File: config.mk
export PLATFORM = sky130hd
export DESIGN_NAME = icache_alias_inv
export DESIGN_NICKNAME = d
export VERILOG_FILES = /design/src/rtl/icinv_pkg.sv /design/src/rtl/icinv_dpath.sv /design/src/rtl/icinv_ctrl.sv /design/src/rtl/icache_alias_inv.sv
export SDC_FILE = /design/constraint.sdc
export NUM_CORES = 1
export LEC_CHECK = 0
export CORE_ASPECT_RATIO = 1.75
export CORE_MARGIN = 2
export CORE_UTILIZATION = 50
export DETAILED_ROUTE_END_ITERATION = 8
export DONT_BUFFER_PORTS = 1
export PLACE_DENSITY_LB_ADDON = 0.08
export SYNTH_ARGS = -nofsm -noshare
export SYNTH_HDL_FRONTEND = slang
export SYNTH_SLANG_ARGS = --single-unit
File: constraint.sdc
create_clock -name clk -period 3.05 [get_ports clk]
set_input_delay 0.61 -clock clk [delete_from_list [all_inputs] [get_ports clk]]
set_output_delay 0.61 -clock clk [all_outputs]
set_load 0.005 [all_outputs]
File: src/rtl/icinv_pkg.sv
package icinv_pkg;
  localparam int BEAT_W = 3;

  typedef struct packed {
    logic              load;
    logic              nextLine;
    logic [BEAT_W-1:0] beatIdx;
  } invStrb_t;
endpackage

File: src/rtl/icinv_dpath.sv
module icinv_dpath
  import icinv_pkg::*;
#(
  parameter int ADDR_W     = 32,
  parameter int LEN_W      = 16,
  parameter int LINE_SHIFT = 5,
  parameter int PAGE_SHIFT = 13,
  parameter int ALIAS_N    = 4,
  parameter int CNT_W      = 13,
  parameter bit SPLIT      = 1'b0
) (
  input  logic              clk,
  input  logic              rst_n,
  input  logic [ADDR_W-1:0] reqPaddr,
  input  logic [LEN_W-1:0]  reqLen,
  input  logic [ADDR_W-1:0] reqVaddr,
  input  logic              reqHasV,
  input  invStrb_t          strb,
  output logic [CNT_W-1:0]  lineCount,
  output logic [ADDR_W-1:0] cmdAddr,
  output logic              cmdIsTag
);
  localparam int LINE_BYTES = 1 << LINE_SHIFT;
  localparam logic [ADDR_W-1:0] LMASK = ADDR_W'(LINE_BYTES - 1);
  localparam logic [ADDR_W-1:0] AMASK = ADDR_W'(ALIAS_N - 1) << PAGE_SHIFT;

  logic [LEN_W+1:0]  sumLen;
  logic [ADDR_W-1:0] lineP, lineV;
  logic              hasVq;

  // rounded-up line count over the floored range
  assign sumLen = (LEN_W+2)'(reqLen) + (LEN_W+2)'(reqPaddr[LINE_SHIFT-1:0])
                + (LEN_W+2)'(LINE_BYTES - 1);
  assign lineCount = (reqLen == '0) ? '0 : sumLen[LEN_W+1:LINE_SHIFT];

  always_ff @(posedge clk or negedge rst_n) begin
    if (!rst_n) begin
      lineP <= '0;
      lineV <= '0;
      hasVq <= 1'b0;
    end else if (strb.load) begin
      lineP <= reqPaddr & ~LMASK;
      lineV <= reqVaddr & ~LMASK;
      hasVq <= reqHasV;
    end else if (strb.nextLine) begin
      lineP <= lineP + ADDR_W'(LINE_BYTES);
      if (SPLIT) lineV <= lineV + ADDR_W'(LINE_BYTES);
    end
  end

  generate
    if (SPLIT) begin : g_split
      logic [ADDR_W-1:0] aliasIdx;
      assign aliasIdx = (lineP & ~AMASK)
                      | (ADDR_W'(strb.beatIdx - BEAT_W'(1)) << PAGE_SHIFT);
      assign cmdIsTag = (strb.beatIdx == '0);
      assign cmdAddr  = cmdIsTag ? lineP : (hasVq ? lineV : aliasIdx);
    end else begin : g_legacy
      logic [ADDR_W-1:0] vBits;
      assign vBits    = ADDR_W'(lineV[PAGE_SHIFT +: LINE_SHIFT]);
      assign cmdIsTag = 1'b0;
      assign cmdAddr  = hasVq ? (lineP | vBits) : (lineP | ADDR_W'(strb.beatIdx));
    end
  endgenerate

  AST_LINE_FLOOR: assert property (@(posedge clk) disable iff (!rst_n)
    strb.load |=> (lineP[LINE_SHIFT-1:0] == '0));
endmodule

File: src/rtl/icinv_ctrl.sv
module icinv_ctrl
  import icinv_pkg::*;
#(
  parameter int CNT_W   = 13,
  parameter int ALIAS_N = 4,
  parameter bit SPLIT   = 1'b0
) (
  input  logic             clk,
  input  logic             rst_n,
  input  logic             reqValid,
  input  logic             reqHasV,
  input  logic [CNT_W-1:0] lineCount,
  input  logic             cmdReady,
  output logic             reqReady,
  output logic             cmdValid,
  output logic             done,
  output invStrb_t         strb
);
  typedef enum logic [1:0] {ST_IDLE, ST_BUSY, ST_FIN} seqState_t;

  seqState_t         state;
  logic [CNT_W-1:0]  linesLeft;
  logic [BEAT_W-1:0] beatIdx, lastBeat;
  logic              hasV, beatLast;

  generate
    if (SPLIT) begin : g_split
      assign lastBeat = hasV ? BEAT_W'(1) : BEAT_W'(ALIAS_N);
    end else begin : g_legacy
      assign lastBeat = hasV ? BEAT_W'(0) : BEAT_W'(ALIAS_N - 1);
    end
  endgenerate

  assign reqReady      = (state == ST_IDLE);
  assign cmdValid      = (state == ST_BUSY);
  assign done          = (state == ST_FIN);
  assign beatLast      = (beatIdx == lastBeat);
  assign strb.load     = reqReady && reqValid;
  assign strb.nextLine = cmdValid && cmdReady && beatLast;
  assign strb.beatIdx  = beatIdx;

  always_ff @(posedge clk or negedge rst_n) begin
    if (!rst_n) begin
      state     <= ST_IDLE;
      linesLeft <= '0;
      beatIdx   <= '0;
      hasV      <= 1'b0;
    end else begin
      case (state)
        ST_IDLE: if (reqValid) begin
          hasV      <= reqHasV;
          linesLeft <= lineCount;
          beatIdx   <= '0;
          state     <= (lineCount == '0) ? ST_FIN : ST_BUSY;
        end
        ST_BUSY: if (cmdReady) begin
          if (beatLast) begin
            beatIdx <= '0;
            if (linesLeft == CNT_W'(1)) state <= ST_FIN;
            else linesLeft <= linesLeft - CNT_W'(1);
          end else begin
            beatIdx <= beatIdx + BEAT_W'(1);
          end
        end
        default: state <= ST_IDLE;
      endcase
    end
  end

  AST_ACCEPT_BUSY: assert property (@(posedge clk) disable iff (!rst_n)
    reqValid && reqReady |=> !reqReady);
  AST_DONE_PULSE: assert property (@(posedge clk) disable iff (!rst_n)
    done |=> !done && reqReady);
  AST_ZERO_LEN: assert property (@(posedge clk) disable iff (!rst_n)
    strb.load && (lineCount == '0) |=> done && !cmdValid);
endmodule

File: src/rtl/icache_alias_inv.sv
module icache_alias_inv
  import icinv_pkg::*;
#(
  parameter int ADDR_W      = 32,
  parameter int LEN_W       = 16,
  parameter int LINE_SHIFT  = 5,
  parameter int PAGE_SHIFT  = 13,
  parameter int CACHE_BYTES = 65536,
  parameter int WAYS        = 2,
  parameter bit SPLIT       = 1'b0
) (
  input  logic              clk,
  input  logic              rst_n,
  input  logic              reqValid,
  output logic              reqReady,
  input  logic [ADDR_W-1:0] reqPaddr,
  input  logic [LEN_W-1:0]  reqLen,
  input  logic              reqHasV,
  input  logic [ADDR_W-1:0] reqVaddr,
  output logic              cmdValid,
  input  logic              cmdReady,
  output logic              cmdIsTag,
  output logic [ADDR_W-1:0] cmdAddr,
  output logic              done,
  output logic              cfgBad
);
  localparam int WAY_BYTES = CACHE_BYTES / WAYS;
  localparam int RATIO     = WAY_BYTES >> PAGE_SHIFT;
  localparam int ALIAS_N   = (RATIO == 4) ? 4 : ((RATIO == 2) ? 2 : 1);
  localparam bit CFG_BAD   = !((RATIO <= 2) || (RATIO == 4));
  localparam int CNT_W     = LEN_W + 2 - LINE_SHIFT;

  invStrb_t         strb;
  logic [CNT_W-1:0] lineCount;

  assign cfgBad = CFG_BAD;

  icinv_ctrl #(.CNT_W(CNT_W), .ALIAS_N(ALIAS_N), .SPLIT(SPLIT)) u_ctrl (
    .clk(clk), .rst_n(rst_n), .reqValid(reqValid), .reqHasV(reqHasV),
    .lineCount(lineCount), .cmdReady(cmdReady), .reqReady(reqReady),
    .cmdValid(cmdValid), .done(done), .strb(strb)
  );

  icinv_dpath #(
    .ADDR_W(ADDR_W), .LEN_W(LEN_W), .LINE_SHIFT(LINE_SHIFT),
    .PAGE_SHIFT(PAGE_SHIFT), .ALIAS_N(ALIAS_N), .CNT_W(CNT_W), .SPLIT(SPLIT)
  ) u_dpath (
    .clk(clk), .rst_n(rst_n), .reqPaddr(reqPaddr), .reqLen(reqLen),
    .reqVaddr(reqVaddr), .reqHasV(reqHasV), .strb(strb),
    .lineCount(lineCount), .cmdAddr(cmdAddr), .cmdIsTag(cmdIsTag)
  );

  AST_STALL_HOLD: assert property (@(posedge clk) disable iff (!rst_n)
    cmdValid && !cmdReady |=> cmdValid && $stable(cmdAddr) && $stable(cmdIsTag));
  AST_TAG_ALIGNED: assert property (@(posedge clk) disable iff (!rst_n)
    cmdValid && cmdIsTag |-> (cmdAddr[LINE_SHIFT-1:0] == '0));
endmodule

==> impl_metrics.json <==
{
  "crit_family": "compound AO/OA/AOI/OAI gates",
  "fmax_mhz": 360.1,
  "worst_slack_ns": 0.2731,
  "worstSetupPathType": "primary input to register",
  "seq_area_frac_synth_pct": 34.21,
  "yosysMostFrequentCell": "nand2_1",
  "hp-class": "primary input to asynchronous set/reset pin",
  "synthToLayoutAreaGrowth_pct": 9.826,
  "grt_pass1_vias": 3450,
  "vias_per_cell": 6.236,
  "cts.path.max_buffers": 2,
  "worstSetupStartpoint": "reqPaddr[0]",
  "grt_max_degree": 39,
  "startpoint_type": "primary input",
  "drtPass1Iterations": 4,
  "relSlewSlack_pct": 46.57,
  "hold_viol": 0,
  "drcViolationCount": 0,
  "critPathRequiredTime_ns": 3.21,
  "grt_pass1_wl_um": 15740,
  "r2r_cells": 7,
  "num_rows": 41,
  "finalCriticalPeriod_ns": 2.777,
  "r2r_slack_ns": 0.41,
  "synth_area_leaders": "dfrtp_1 34%, nand2_1 7.7%, xor2_1 5.6%",
  "setup_viol": 0,
  "cts-root-buf": "clkbuf_16",
  "die_y_um": 118.3,
  "net-switching-power_mw": 1.342,
  "holdWs_ns": 0.1277,
  "arrival_ns": 2.94,
  "grt_setup_unrepaired": "false",
  "avgSynthCellArea_um2": 8.384,
  "nets": 551,
  "vias": 3386,
  "swShare_pct": 41.86,
  "crit_end": "u_ctrl.state[0]",
  "min_period_over_period_pct": 91.05,
  "dp_hpwl_um": 7224,
  "fp.coreArea_mm2": 0.007233,
  "layout-drive-gt1-share_pct": 11.16,
  "crit_buf_inv": 2,
  "syn_inst": 445,
  "grt-ovfl-total": 0,
  "power_frac_clock_pct": 18.5,
  "antennaDiodeCount": 0,
  "crit_fanout": 6,
  "track_usage_pct": 23.42,
  "slowest_delay_ns": 0.42,
  "crit_cells": 11,
  "synth_edf_count": 0,
  "finalClockSkew_ns": 0.004151,
  "start_util_pct": 51.58,
  "clkSinkCount": 51,
  "dieArea_mm2": 0.008196,
  "slew_viol_final": 0,
  "clock_latency_ns": 0.29,
  "worstPathCellList": "ha_1 -> inv_1 -> fa_1 -> and2b_1 -> o21bai_4 -> a211oi_1 -> buf_4 -> xnor2_1 -> nand4_1 -> a2111oi_0 -> o21ai_0",
  "power_frac_comb_pct": 38.0,
  "fin_area_mm2": 0.004098,
  "intPower_mw": 1.864,
  "drtIter0Drc": 132,
  "placed_area_mm2": 0.003901,
  "crit_slowest_cell": "a2111oi_0",
  "ctsResizeCount": 0,
  "clkTransAtPathRegs_ns": 0.07,
  "synth_ff_type": "dfrtp_1",
  "synth_top_area_share_pct": 34.21,
  "ys_seq_elements": 51,
  "status": "finished, final reports clean",
  "worst_pin_slew_ns": 0.7989,
  "ys.warnings.count": 0,
  "cts_tree": "built",
  "seqPwrFrac_pct": 43.5,
  "pin_count": 122,
  "ant_nets": 0,
  "seqCellArea_mm2": 0.001276,
  "portBuffers": 0,
  "synth_area_mm2": 0.003731,
  "wirelength_um": 9437,
  "antenna_found_initial": 0,
  "r2r_start": "u_ctrl.hasV",
  "power_density_mw_per_mm2": 782.5,
  "cp-end-kind": "register",
  "die_x_um": 69.30,
  "wl_per_cell_um": 17.38,
  "synth_cell_types": 71,
  "hold_buffers": 1,
  "htree_levels": 2,
  "yosysTopAreaCell": "dfrtp_1",
  "reg2reg_to": "u_dpath.lineP[22]",
  "peakVddDrop_uv": 324.1,
  "multiInputGateArea_mm2": 0.002330,
  "cts_setup_buffers": 0,
  "nFillCells": 718,
  "async_flop_share_pct": 100.0,
  "gp_congestion": 0.8176,
  "power_leakage_nw": 1.629,
  "synth_commonest_cells": "77 x nand2_1, 51 x dfrtp_1, 39 x o21ai_0, 24 x xor2_1",
  "cap_violations": 0,
  "pre_cts_slack_ns": -0.06789,
  "cts_buffers": 5
}
cells by family after synthesis:
group,after synthesis,share of synthesized area (%)
flip-flops,51,34.21
other,1,0.1005
buffers and inverters,31,3.588
AO/OA/AOI/OAI,113,20.42
AND/OR/NAND/NOR,196,27.57
multiplexers,4,1.207
XOR/XNOR,39,9.356
adder cells (fa/ha/maj),10,3.555
cells in the final DEF, fill, tap and decap left out, types with 3 or more instances in the layout:
master	Yosys	final
xnor2_1	14	14
inv_1	11	11
and4_1	5	5
dfrtp_1	51	51
a21oi_2	4	4
and3_1	10	10
ha_1	9	9
nand4_1	17	17
nand3_1	16	16
mux2_2	3	3
nor4_1	10	10
nor3_1	15	14
o21ai_1	6	6
a21oi_1	17	17
nand2_1	77	77
o31ai_1	6	6
and2_1	6	6
nor2_2	3	3
clkbuf_16	0	5
buf_4	4	19
xor2_1	24	24
nor2_1	17	17
a32oi_1	3	3
o21ai_0	39	39
a211oi_1	4	4
a21o_1	4	4
nand3b_1	3	3
routing by layer:
| layer | up-vias | GRT usage [%] | part of all wire (%) |
|---|---|---|---|
| met4 | 0 | 10.17 | 3.2 |
| met2 | 104 | 46.69 | 57 |
| met1 | 1620 | 22.24 | 35 |
| met3 | 18 | 4.518 | 4.8 |
| li1 | 1644 | - | - |
| met5 | - | 0 | 0 |
final cells by class:
cell class,instances,area share [%]
multi-input cells,364,56.85
flip-flops and latches,51,31.14
repair buffers,22,4.458
clock buffers,8,3.817
well taps,86,2.626
inverters,12,1.099
power by group through the flow:
stage          combinational [mW]  sequential (mW)  clock [mW]
2_1_floorplan               0.989             1.28           0
3_3_place_gp                 1.17             1.39           0
3_5_place_dp                 1.20             1.40           0
4_1_cts                      1.22             1.39       0.605
5_1_grt                      1.40             1.45       0.626
6_report                     1.22             1.40       0.593
state kept, by name, summed over array words and instances, names as in the netlist:
| name | count |
|---|---|
| u_dpath.lineP | 27 |
| u_ctrl.state | 2 |
| u_ctrl.hasV | 1 |
| u_ctrl.linesLeft | 13 |
| u_dpath.lineV | 5 |
| u_ctrl.beatIdx | 3 |
through the flow:
stage / instances / TNS [ns] / util [%] / power, mW
final: 543 / 0 / 56.65 / 3.206
after detailed placement: 532 / -0.09480 / 53.94 / 2.605
after floorplan: 446 / 0 / - / 2.268
after global placement: 532 / -0.02431 / 53.94 / 2.564
after global routing: 543 / 0 / 56.65 / 3.473
after CTS: 541 / 0 / 56.37 / 3.220
worst min-delay path by stage:
stage          startpoint                end  slack [ns]  depth (start not counted)
6_report            rst_n    u_ctrl.state[0]        0.13                          1
5_1_grt             rst_n  u_dpath.lineV[15]        0.13                          1
4_1_cts             rst_n  u_dpath.lineP[24]      0.0004                          0
3_5_place_dp        rst_n  u_dpath.lineP[20]        0.32                          0
3_3_place_gp        rst_n  u_dpath.lineP[20]        0.32                          0
2_1_floorplan       rst_n  u_ctrl.beatIdx[0]        0.31                          0
Power figures use the tool's default switching activity.
